<file path="config.mk">
export PLATFORM = sky130hd
export DESIGN_NAME = ss_sequencer
export DESIGN_NICKNAME = d
export VERILOG_FILES = /design/src/rtl/ss_pkg.sv /design/src/rtl/ss_oc_blank.sv /design/src/rtl/ss_hiccup.sv /design/src/rtl/ss_ramp.sv /design/src/rtl/ss_sequencer.sv
export SDC_FILE = /design/constraint.sdc
export NUM_CORES = 1
export LEC_CHECK = 0
export BUFFER_PORTS_ARGS = -buffer_cell sky130_fd_sc_hd__buf_2
export CAP_MARGIN = 30
export CORE_MARGIN = 1
export CORE_UTILIZATION = 40
export CTS_BUF_LIST = sky130_fd_sc_hd__clkbuf_8
export CTS_CLUSTER_SIZE = 14
export DETAILED_ROUTE_END_ITERATION = 8
export GPL_TIMING_DRIVEN = 0
export PLACE_DENSITY = 0.56
export SLEW_MARGIN = 25
export SYNTH_ARGS = -nofsm -noshare
export SYNTH_HDL_FRONTEND = slang
export SYNTH_SLANG_ARGS = --single-unit
</file>
<file path="constraint.sdc">
create_clock -name clk_i -period 2.1 [get_ports clk_i]
set_input_delay 0.42 -clock clk_i [delete_from_list [all_inputs] [get_ports clk_i]]
set_output_delay 0.42 -clock clk_i [all_outputs]
set_load 0.01 [all_outputs]
</file>
<file path="src/rtl/ss_pkg.sv">
package ss_pkg;
  typedef enum logic [1:0] {
    SEQ_IDLE   = 2'd0,
    SEQ_RAMP   = 2'd1,
    SEQ_FULL   = 2'd2,
    SEQ_HICCUP = 2'd3
  } seq_phase_e;
endpackage

</file>
<file path="src/rtl/ss_oc_blank.sv">
module ss_oc_blank #(
  parameter int unsigned BLANK_CYC = 50
) (
  input  logic clk_i,
  input  logic rst_ni,
  input  logic lsfet_on_i,
  input  logic oc_i,
  output logic accept_o
);
  localparam int unsigned CW = $clog2(BLANK_CYC + 1);
  localparam logic [CW-1:0] LOAD = CW'(BLANK_CYC - 1);

  logic          ls_q;
  logic [CW-1:0] cnt_q;
  logic          rise;

  assign rise     = lsfet_on_i & ~ls_q;
  assign accept_o = oc_i & lsfet_on_i & ~rise & (cnt_q == '0);

  always_ff @(posedge clk_i or negedge rst_ni) begin
    if (!rst_ni) begin
      ls_q  <= 1'b0;
      cnt_q <= '0;
    end else begin
      ls_q <= lsfet_on_i;
      if (rise)              cnt_q <= LOAD;
      else if (cnt_q != '0)  cnt_q <= cnt_q - 1'b1;
    end
  end


  blank_on_rise_chk: assert property (@(posedge clk_i) disable iff (!rst_ni)
    (lsfet_on_i && !ls_q) |-> !accept_o);

  blank_off_chk: assert property (@(posedge clk_i) disable iff (!rst_ni)
    accept_o |-> (lsfet_on_i && oc_i));
endmodule

</file>
<file path="src/rtl/ss_hiccup.sv">
module ss_hiccup #(
  parameter int unsigned HICCUP_CYC = 4096
) (
  input  logic clk_i,
  input  logic rst_ni,
  input  logic por_i,
  input  logic arm_i,
  input  logic trip_i,
  input  logic cycle_i,
  output logic hold_o
);
  localparam int unsigned CW = (HICCUP_CYC > 1) ? $clog2(HICCUP_CYC) : 1;
  localparam logic [CW-1:0] LAST = CW'(HICCUP_CYC - 1);

  logic          hold_q;
  logic [CW-1:0] cnt_q;

  assign hold_o = hold_q;

  always_ff @(posedge clk_i or negedge rst_ni) begin
    if (!rst_ni) begin
      hold_q <= 1'b0;
      cnt_q  <= '0;
    end else if (!por_i) begin
      hold_q <= 1'b0;
      cnt_q  <= '0;
    end else if (hold_q) begin
      if (cycle_i) begin
        if (cnt_q == LAST) begin
          hold_q <= 1'b0;
          cnt_q  <= '0;
        end else begin
          cnt_q <= cnt_q + 1'b1;
        end
      end
    end else if (trip_i && arm_i) begin
      hold_q <= 1'b1;
    end
  end


  trip_latch_chk: assert property (@(posedge clk_i) disable iff (!rst_ni)
    (por_i && arm_i && trip_i && !hold_q) |=> hold_q);

  hold_keep_chk: assert property (@(posedge clk_i) disable iff (!rst_ni)
    (hold_q && por_i && !cycle_i) |=> hold_q);

  por_cancel_chk: assert property (@(posedge clk_i) disable iff (!rst_ni)
    !por_i |=> !hold_q);
endmodule

</file>
<file path="src/rtl/ss_ramp.sv">
module ss_ramp #(
  parameter int unsigned CODE_W   = 12,
  parameter int unsigned STEP_DIV = 16
) (
  input  logic              clk_i,
  input  logic              rst_ni,
  input  logic              run_i,
  output logic [CODE_W-1:0] code_o,
  output logic              full_o
);
  localparam int unsigned PW = (STEP_DIV > 1) ? $clog2(STEP_DIV) : 1;
  localparam logic [PW-1:0]     PLAST = PW'(STEP_DIV - 1);
  localparam logic [CODE_W-1:0] FULL  = '1;

  logic [PW-1:0]     presc_q;
  logic [CODE_W-1:0] code_q;
  logic              tick;

  assign tick   = (presc_q == PLAST);
  assign code_o = code_q;
  assign full_o = (code_q == FULL);

  always_ff @(posedge clk_i or negedge rst_ni) begin
    if (!rst_ni) begin
      presc_q <= '0;
      code_q  <= '0;
    end else if (!run_i) begin
      presc_q <= '0;
      code_q  <= '0;
    end else begin
      presc_q <= tick ? '0 : presc_q + 1'b1;
      if (tick && !full_o) code_q <= code_q + 1'b1;
    end
  end


  ramp_clear_chk: assert property (@(posedge clk_i) disable iff (!rst_ni)
    !run_i |=> (code_q == '0));

  ramp_step_chk: assert property (@(posedge clk_i) disable iff (!rst_ni)
    run_i |=> (code_q == $past(code_q)) ||
              (code_q == $past(code_q) + 1'b1 && $past(code_q) != FULL));
endmodule

</file>
<file path="src/rtl/ss_sequencer.sv">
module ss_sequencer
  import ss_pkg::*;
#(
  parameter int unsigned CODE_W     = 12,
  parameter int unsigned STEP_DIV   = 16,
  parameter int unsigned BLANK_CYC  = 50,
  parameter int unsigned HICCUP_CYC = 4096
) (
  input  logic              clk_i,
  input  logic              rst_ni,
  input  logic              uv_ok_i,
  input  logic              en_ok_i,
  input  logic              oc_i,
  input  logic              ot_i,
  input  logic              cycle_i,
  input  logic              lsfet_on_i,
  output logic [CODE_W-1:0] ss_code_o,
  output logic              ss_done_o,
  output logic              drv_en_o,
  output logic              drv_hiz_o
);
  logic       por;
  logic       no_fault;
  logic       accept;
  logic       hold;
  logic       full;
  logic       ramp_run;
  seq_phase_e phase;

  assign por      = uv_ok_i & en_ok_i;
  assign no_fault = por & ~ot_i;

  always_comb begin
    if (!no_fault)  phase = SEQ_IDLE;
    else if (hold)  phase = SEQ_HICCUP;
    else if (full)  phase = SEQ_FULL;
    else            phase = SEQ_RAMP;
  end

  assign drv_en_o  = (phase == SEQ_RAMP) || (phase == SEQ_FULL);
  assign drv_hiz_o = ~en_ok_i;
  assign ramp_run  = drv_en_o & ~accept;
  assign ss_done_o = full;

  ss_oc_blank #(.BLANK_CYC(BLANK_CYC)) i_blank (
    .clk_i      (clk_i),
    .rst_ni     (rst_ni),
    .lsfet_on_i (lsfet_on_i),
    .oc_i       (oc_i),
    .accept_o   (accept)
  );

  ss_hiccup #(.HICCUP_CYC(HICCUP_CYC)) i_hiccup (
    .clk_i   (clk_i),
    .rst_ni  (rst_ni),
    .por_i   (por),
    .arm_i   (no_fault),
    .trip_i  (accept),
    .cycle_i (cycle_i),
    .hold_o  (hold)
  );

  ss_ramp #(.CODE_W(CODE_W), .STEP_DIV(STEP_DIV)) i_ramp (
    .clk_i  (clk_i),
    .rst_ni (rst_ni),
    .run_i  (ramp_run),
    .code_o (ss_code_o),
    .full_o (full)
  );


  drv_gate_chk: assert property (@(posedge clk_i) disable iff (!rst_ni)
    drv_en_o |-> (uv_ok_i && en_ok_i && !ot_i));

  done_entry_chk: assert property (@(posedge clk_i) disable iff (!rst_ni)
    $rose(ss_done_o) |-> $past(drv_en_o));

  ot_off_chk: assert property (@(posedge clk_i) disable iff (!rst_ni)
    ot_i |=> (ss_code_o == '0));
endmodule

</file>
# After elaboration in Yosys (flattened, before gate mapping)
# Index checks and enable logic that the tools add are counted.
[word_totals]
reg_bits = 36
in_bits = 8
output_inout_bits = 15
elab_cells = 56
[classes]
add_sub_neg = 4
eq_ne = 8
n_mux = 18
bitwise = 12
reduce_logical = 8
[ops]
columns = ["cell", "count"]
rows = [
  ["12-bit two-way mux", 6],
  ["12-bit by 1-bit adder with 12-bit output, second input constant", 2],
  ["12-bit equality test, second input constant", 2],
  ["6-bit two-way mux", 2],
  ["4-bit two-way mux", 2],
  ["1-bit AND", 7],
  ["6-bit zero test", 1],
  ["2-bit two-way mux", 3],
  ["2-bit inequality test, second input constant", 3],
  ["6-bit nonzero test", 1],
  ["6-bit by 1-bit subtractor with 6-bit output, second input constant", 1],
  ["1-bit two-way mux", 5],
  ["1-bit inverter", 5],
  ["4-bit by 1-bit adder with 4-bit output, second input constant", 1],
  ["4-bit equality test, second input constant", 1],
  ["2-bit by 1-bit equality test with 1-bit output, second input constant", 1],
  ["2-bit equality test, second input constant", 1],
  ["1-bit logical AND", 2],
  ["2-bit AND reduction", 1],
  ["2-bit nonzero test", 1],
  ["1-bit zero test", 1],
  ["1-bit logical OR", 1],
]

# Depth between registers and ports, before layout
# Gate-level depths: netlist (run 1).
[depth]
word_depth = 9
mapped_depth = 6
mapped_depth_nobuf = 6

# Modules after synthesis
# From an unflattened synthesis (run 1), not the netlist that was laid out.
[hier_totals]
hier_cells = 204
hier_area_um2 = 1975.6
[by_module_without_submodules]
columns = ["module", "n_inst", "cells_each", "area_each_um2", "seq_area_each_um2"]
rows = [
  ["ss_ramp", 1, 86, 857.1, 400.4],
  ["ss_hiccup", 1, 73, 690.7, 325.3],
  ["ss_oc_blank", 1, 39, 392.9, 175.2],
  ["ss_sequencer", 1, 6, 35.0, 0.0],
]

# Least setup slack after synthesis (run 1)
# Ideal clock, no wire load.
[synth_path]
path_type = "register -> register"
from = "register i_ramp.presc_q[0]"
to = "register i_ramp.code_q[5] (netlist: i_ramp.code_o[5])"
setup_ns = 0.077
t_arrival_ns = 1.664
required_ns = 2.023
setup_slack_ns = 0.358
stages_incl_launch_ff = 7
path_buffers = 1
period_less_slack_ns = 1.742
cell_sequence = "dfrtp_1 > ha_1 > nand3_4 > or2_0 > buf_2 > or4_1 > a21oi_1"
[synth_between]
elab_chain_cells = 3
[synth_lines]
columns = ["element", "line", "text"]
rows = [
  ["start, declared", "ss_ramp.sv:15", "logic [PW-1:0] presc_q;"],
  ["start signal, assigned", "ss_ramp.sv:31", "presc_q <= tick ? '0 : presc_q + 1'b1;"],
  ["4-bit equality test", "ss_ramp.sv:19", "assign tick = (presc_q == PLAST);"],
  ["1-bit logical AND", "ss_ramp.sv:32", "if (tick && !full_o) code_q <= code_q + 1'b1;"],
  ["2-bit inequality test (no line)", "--", ""],
  ["end signal, assigned", "ss_ramp.sv:32", ""],
  ["end, declared", "ss_ramp.sv:16", "logic [CODE_W-1:0] code_q;"],
]
# No other way between the ends.
# A chain may end at the register's enable or synchronous reset.

# Final worst setup path (run 1)
[layout_path]
from = "register i_ramp.code_q[0] (netlist: i_ramp.code_o[0])"
to = "output port ss_done_o"
[layout_between]
elab_chain_cells = 1
[layout_lines]
columns = ["element", "line", "text"]
rows = [
  ["12-bit equality test", "ss_ramp.sv:21", "assign full_o = (code_q == FULL);"],
  ["end, declared", "ss_sequencer.sv:18", "output logic ss_done_o,"],
]
# No other way between the ends.

==> impl_metrics.py, run 1 <==
metrics = {
    "timing": {
        "clock.fmax_mhz": 505,
        "timing_worst_slew_pin_value_ns": 0.814,
        "final.min_clock_period_ns": 1.98,
        "report.final.setup_viol": 0,
        "min_period_over_period": 0.943,
        "setup_repair_after_global_routing_missed_its_margin": "no",
        "timing.max_slew.rel_slack": 0.457,
        "endpoints_failing_hold": 0,
        "clock_skew_ns": 0.00565,
        "tns_ns": 0,
        "drv_slew": 0,
    },
    "placement": {
        "hpwl_um": 2780,
        "gp_routability_congestion": 0.764,
        "placed_area_um2": 2120,
        "placement.io_buffers": 22,
        "placed_cells": 281,
    },
    "routing": {
        "route.detailed.wl_per_inst_um": 13.5,
        "dr.pass1.iters": 4,
        "residual_antenna_violating_net_count_after_detailed_routing": 0,
        "vias_per_std_cell": 5.38,
        "routed_wirelength_um": 3920,
        "drt_drc_violations_left": 0,
        "drt_iter0_drc": 67,
        "vias": 1559,
    },
    "synth": {
        "postSynthAreaPerCell_um2": 9.50,
        "yosysSeqAreaShare": 0.463,
        "synth_top_family_by_area": "simple AND/OR/NAND/NOR gates",
        "synthesis.yosys.warnings": 0,
        "muxShareOfSynthArea": 0,
        "synth_edf_count": 0,
        "synth-async-reset-ratio": 1.00,
        "synth-adder-area-share": 0.0257,
        "yosys.area_share.xor_xnor": 0.0450,
        "syn-instance-count": 205,
        "share_of_the_synthesized_area_in_compound_gates_ao_oa_aoi_oai": 0.139,
        "synth_area_um2": 1950,
        "yosys_most_used_dff": "sky130_fd_sc_hd__dfrtp_1",
        "yosys_register_bits": 36,
        "synth_simple_gate_area_frac": 0.292,
        "post_synth_num_cell_types": 48,
        "synth.net_count": 217,
    },
    "critical_path": {
        "crit_arrival_ns": 1.56,
        "source_of_the_worst_register_to_register_timing_path": "i_ramp.presc_q[0]$_DFF_PN0_",
        "rr_endpoint": "i_ramp.code_o[5]$_DFFE_PN0P_",
        "required_ns": 1.68,
        "cp_cell_sequence": "ha_1 -> nand3_2 -> nor4_4 -> buf_2",
        "timing.critical_path.slowest_cell_delay_ns": 0.40,
        "worst_r2r_path_depth": 6,
        "crit_buf_inv": 1,
        "r2r_setup_slack_ns": 0.19,
        "worst_setup_path_end_kind": "output port",
        "worst_path_dominant_cell_family": "simple AND/OR/NAND/NOR gates",
        "critPathKind": "reg -> out",
        "critical_path.startpoint_type": "flip-flop",
        "crit_path_top_delay_cell": "sky130_fd_sc_hd__dfrtp_1",
        "timing.critical_path.fanout_max": 5,
    },
    "die": {
        "design.die.area_um2": 5150,
        "initial_core_util": 0.415,
        "num_io_pins": 23,
        "width_of_the_chip_um": 71.8,
        "fp.dieH_um": 71.8,
        "coreArea_um2": 4690,
        "num_rows": 25,
    },
    "cts": {
        "tritoncts_num_sinks": 36,
        "h_tree_levels": 2,
        "cts_made_buffers": 5,
        "cts.reportedPaths.clkPinSlew_ns": 0.07,
        "cts_tree": "yes",
        "cts_buffer_depth": 2,
        "holdBufCountCts": 0,
        "cts_root_buffer": "sky130_fd_sc_hd__clkbuf_8",
        "clock_insertion_delay_worst_skew_ns": 0.30,
    },
    "grt": {
        "grt_max_degree": 37,
        "number_of_global_route_vias_before_repair": 1497,
        "overflow": 0,
        "groute.usage.overall": 0.177,
        "grt_pass1_wl_um": 6990,
        "antenna_violations_before_repair": 0,
    },
    "power_and_ir_drop": {
        "power_density_nw_per_um2": 668,
        "vdd_ir_drop_max_uv": 369,
        "power.static_leakage_nw": 0.975,
    },
    "layout": {
        "layout_commonest_cell": "sky130_fd_sc_hd__dfrtp_1",
        "layout.core_utilization": 0.477,
        "register_area_um2": 901,
        "post_route_cells_drive_above_1_share": 0.186,
        "final.fill_count": 447,
        "finish.instance_area_um2": 2240,
        "antenna_cells": 0,
        "multi_input_comb_area_um2": 991,
        "final_cells": 290,
        "final_nets": 247,
        "layout-area-overhead-vs-synth_pct": 15.0,
        "mostFrequentLayoutCells": "36 x sky130_fd_sc_hd__dfrtp_1, 24 x sky130_fd_sc_hd__buf_2, 19 x sky130_fd_sc_hd__nor2_1",
    },
    "hold_path": {
        "hold_class": "in -> async",
    },
    "run": {
        "max_capacitance_violation_total": 0,
    },
    "run_status": {
        "run_status": "finished clean",
    },
}
[layout make-up]
type | count | share of cell area
Timing Repair Buffer | 23 | 0.0525
Clock inverter | 2 | 0.00447
Clock buffer | 6 | 0.0369
Inverter | 10 | 0.0168
Sequential cell | 36 | 0.402
Tap cell | 54 | 0.0302
Multi-Input combinational cell | 154 | 0.443
Buffer | 5 | 0.0140
[registers in the layout, summed over array words and instances, names as in the netlist]
name and flops:
i_ramp.presc_q 4, i_ramp.code_o 12, i_hiccup.cnt_q 12, i_blank.ls_q 1, i_blank.cnt_q 6, i_hiccup.hold_o 1
[worst register-to-register path, stage by stage (launching register included)]
cell and delay [ns]:
sky130_fd_sc_hd__dfrtp_1 0.40, sky130_fd_sc_hd__ha_1 0.29, sky130_fd_sc_hd__nand3_4 0.13, sky130_fd_sc_hd__or2_0 0.23, sky130_fd_sc_hd__buf_2 0.16, sky130_fd_sc_hd__or4_1 0.48, sky130_fd_sc_hd__a21oi_1 0.15
[cells by family after synthesis]
group,Yosys count
fa+ha+maj,4
xor+xnor,10
simple gates,96
compound gates,44
buf+inv,15
flops,36
[through the flow]
stage          setup slack (ns)  hold slack, ns  total power [mW]
4_1_cts                  0.0552           0.250              1.52
6_report                  0.120           0.211              1.50
2_1_floorplan             0.358           0.124             0.934
3_3_place_gp              0.191           0.490             0.994
5_1_grt                 0.00549           0.267              1.59
3_5_place_dp              0.192           0.494             0.994
[Yosys cell counts, drive strengths merged (3+ instances only)]
| library cell | number | area (µm²) |
|---|---|---|
| nand3 | 12 | 72.6 |
| or3 | 4 | 26.3 |
| nor2 | 19 | 71.3 |
| or4 | 3 | 22.5 |
| nand4b | 3 | 26.3 |
| o21ai | 11 | 55.1 |
| nand4 | 5 | 31.3 |
| nor2b | 3 | 18.8 |
| xor2 | 8 | 70.1 |
| dfrtp | 36 | 901 |
| inv | 10 | 37.5 |
| a21oi | 16 | 80.1 |
| nand2 | 18 | 67.6 |
| o211ai | 3 | 22.5 |
| or4b | 3 | 30.0 |
| and3 | 5 | 32.5 |
| ha | 4 | 50.1 |
| nor3 | 6 | 30.0 |
| o41ai | 3 | 26.3 |
| clkbuf | 3 | 21.3 |
[what timing repair did]
| action | 4_1_cts | 5_1_grt |
|---|---|---|
| endpoints found under the setup margin | 1 | 1 |
| gates resized for setup | 1 | 1 |
| buffers inserted | 1 | 0 |
| pin swaps | 1 | 0 |
[report_power, final]
part / leakage (nW) / total (mW) / switching (mW) / internal (mW)
clock network: 0.0510 / 0.517 / 0.255 / 0.262
logic: 0.438 / 0.183 / 0.102 / 0.0806
registers: 0.486 / 0.796 / 0.0536 / 0.743
[routing by layer]
metal,part of all wire,track usage,wire length (µm)
met5,0,0,0
met4,0.018,0.0828,72
met3,0.034,0.0563,134
met2,0.43,0.259,1680
met1,0.52,0.240,2030
[how the worst max path moves through the flow]
| stage | from | endpoint | slack, ns | depth (start not counted) |
|---|---|---|---|---|
| 3_3_place_gp | i_ramp.code_o[4]$_DFFE_PN0P_ | ss_done_o | 0.19 | 3 |
| 2_1_floorplan | i_ramp.presc_q[0]$_DFF_PN0_ | i_ramp.code_o[5]$_DFFE_PN0P_ | 0.36 | 6 |
| 3_5_place_dp | i_ramp.code_o[4]$_DFFE_PN0P_ | ss_done_o | 0.19 | 3 |
| 4_1_cts | i_ramp.code_o[0]$_DFFE_PN0P_ | ss_done_o | 0.06 | 4 |
| 5_1_grt | i_ramp.code_o[0]$_DFFE_PN0P_ | ss_done_o | 0.005 | 4 |
| 6_report | i_ramp.code_o[0]$_DFFE_PN0P_ | ss_done_o | 0.12 | 4 |
Note: power is estimated with default switching activity, not from simulation.
==> run 2: changes to the inputs <==
BUFFER_PORTS_ARGS = -buffer_cell sky130_fd_sc_hd__buf_4   (was -buffer_cell sky130_fd_sc_hd__buf_2)
==> impl_metrics.py, run 2 (synthesis results as in run 1) <==
metrics = {
    "placement": {
        "gp_routability_congestion": 0.765,
        "hpwl_um": 2860,
        "placement.io_buffers": 22,
    },
    "grt": {
        "groute.usage.overall": 0.174,
        "number_of_global_route_vias_before_repair": 1507,
        "overflow": 0,
        "grt_pass1_wl_um": 6910,
        "antenna_violations_before_repair": 0,
        "grt_max_degree": 37,
    },
    "critical_path": {
        "critical_path.startpoint_type": "flip-flop",
        "source_of_the_worst_register_to_register_timing_path": "i_ramp.presc_q[0]$_DFF_PN0_",
        "worst_r2r_path_depth": 6,
        "rr_endpoint": "i_ramp.code_o[5]$_DFFE_PN0P_",
        "timing.critical_path.slowest_cell_delay_ns": 0.40,
        "r2r_setup_slack_ns": 0.15,
        "crit_arrival_ns": 1.56,
        "worst_setup_path_end_kind": "output port",
        "critPathKind": "reg -> out",
        "crit_path_top_delay_cell": "sky130_fd_sc_hd__dfrtp_1",
        "cp_cell_sequence": "ha_1 -> nand3_2 -> nor4_4 -> buf_4",
        "required_ns": 1.68,
        "timing.critical_path.fanout_max": 5,
    },
    "timing": {
        "tns_ns": 0,
        "final.min_clock_period_ns": 1.98,
        "report.final.setup_viol": 0,
        "drv_slew": 0,
        "endpoints_failing_hold": 0,
        "clock_skew_ns": 0.00778,
        "clock.fmax_mhz": 504,
        "timing_worst_slew_pin_value_ns": 0.470,
        "min_period_over_period": 0.945,
        "timing.max_slew.rel_slack": 0.687,
        "setup_repair_after_global_routing_missed_its_margin": "no",
    },
    "cts": {
        "h_tree_levels": 2,
        "cts_buffer_depth": 2,
        "cts_made_buffers": 5,
        "cts.reportedPaths.clkPinSlew_ns": 0.08,
        "clock_insertion_delay_worst_skew_ns": 0.29,
        "tritoncts_num_sinks": 36,
        "cts_tree": "yes",
        "cts_root_buffer": "sky130_fd_sc_hd__clkbuf_8",
    },
    "die": {
        "design.die.area_um2": 5150,
        "num_rows": 25,
        "fp.dieH_um": 71.8,
        "width_of_the_chip_um": 71.8,
        "num_io_pins": 23,
        "initial_core_util": 0.415,
        "coreArea_um2": 4690,
    },
    "layout": {
        "mostFrequentLayoutCells": "36 x sky130_fd_sc_hd__dfrtp_1, 23 x sky130_fd_sc_hd__buf_4, 19 x sky130_fd_sc_hd__nor2_1",
        "final.fill_count": 446,
        "antenna_cells": 0,
        "final_nets": 247,
        "layout-area-overhead-vs-synth_pct": 19.5,
        "layout_commonest_cell": "sky130_fd_sc_hd__dfrtp_1",
        "post_route_cells_drive_above_1_share": 0.186,
    },
    "power_and_ir_drop": {
        "p_total_mw": 1.66,
        "power_density_nw_per_um2": 712,
        "power.static_leakage_nw": 0.994,
        "vdd_ir_drop_max_uv": 322,
    },
    "routing": {
        "route.detailed.wl_per_inst_um": 13.8,
        "drt_iter0_drc": 59,
        "residual_antenna_violating_net_count_after_detailed_routing": 0,
        "dr.pass1.iters": 4,
        "drt_drc_violations_left": 0,
        "routed_wirelength_um": 4010,
        "vias_per_std_cell": 5.46,
        "vias": 1582,
    },
    "run": {
        "max_capacitance_violation_total": 0,
    },
    "hold_path": {
        "hold_class": "in -> async",
    },
    "run_status": {
        "run_status": "finished clean",
    },
}
-- run 2: per-stage QoR --
stage                     setup WS [ns]  instances  hold slack [ns]  cell area (µm²)   util
after global routing             0.0200        290            0.113             2330  0.496
after floorplan                   0.358        205            0.124             1950      -
after detailed placement          0.187        281            0.415             2180  0.465
after global placement            0.171        281            0.415             2180  0.465
after CTS                        0.0773        290           0.0940             2320  0.495
final                             0.116        290           0.0874             2330  0.496
-- run 2: layout make-up --
type	count	area, µm²	share of cell area
clock inverters	1	30.0	0.0129
multi-input cells	154	991	0.426
inverters	10	37.5	0.0161
plain buffers	5	31.3	0.0134
well taps	54	67.6	0.0290
flip-flops and latches	36	901	0.387
clock buffers	7	96.3	0.0414
repair buffers	23	173	0.0742
-- run 2: layer usage --
layer	track usage	routed length (µm)	vias up
met2	0.280	1840	27
met3	0.0506	141	2
met5	0	0	-
met1	0.230	2020	747
li1	-	-	806
met4	0.0458	15	0
-- run 2: worst max path at each step --
| stage | from | to | slack, ns | cells after the start |
|---|---|---|---|---|
| after global placement | i_ramp.code_o[4]$_DFFE_PN0P_ | ss_done_o | 0.17 | 3 |
| after CTS | i_ramp.code_o[0]$_DFFE_PN0P_ | ss_done_o | 0.08 | 4 |
| final | i_ramp.code_o[0]$_DFFE_PN0P_ | ss_done_o | 0.12 | 4 |
| after detailed placement | i_ramp.code_o[4]$_DFFE_PN0P_ | ss_done_o | 0.19 | 3 |
| after floorplan | i_ramp.presc_q[0]$_DFF_PN0_ | i_ramp.code_o[5]$_DFFE_PN0P_ | 0.36 | 6 |
| after global routing | i_ramp.presc_q[0]$_DFF_PN0_ | i_ramp.code_o[5]$_DFFE_PN0P_ | 0.02 | 6 |
-- run 2: power breakdown --
| group | leakage [nW] | internal, mW | switching (mW) |
|---|---|---|---|
| registers | 0.486 | 0.743 | 0.0554 |
| logic | 0.444 | 0.0855 | 0.104 |
| clock network | 0.0645 | 0.419 | 0.249 |
-- run 2: what timing repair did --
item,in CTS,in global routing
hold buffers,0,0
endpoints found under the hold margin,0,0
pin swaps,1,0
resized for setup,1,1
setup endpoints to repair,1,1
buffers inserted,1,0
-- run 2: worst max-delay path, delay by kind of cell, from the launching register on --
family | cells | cell delay (ns)
simple gates | 2 | 0.46
flops | 1 | 0.40
fa+ha+maj | 1 | 0.25
buf+inv | 1 | 0.17
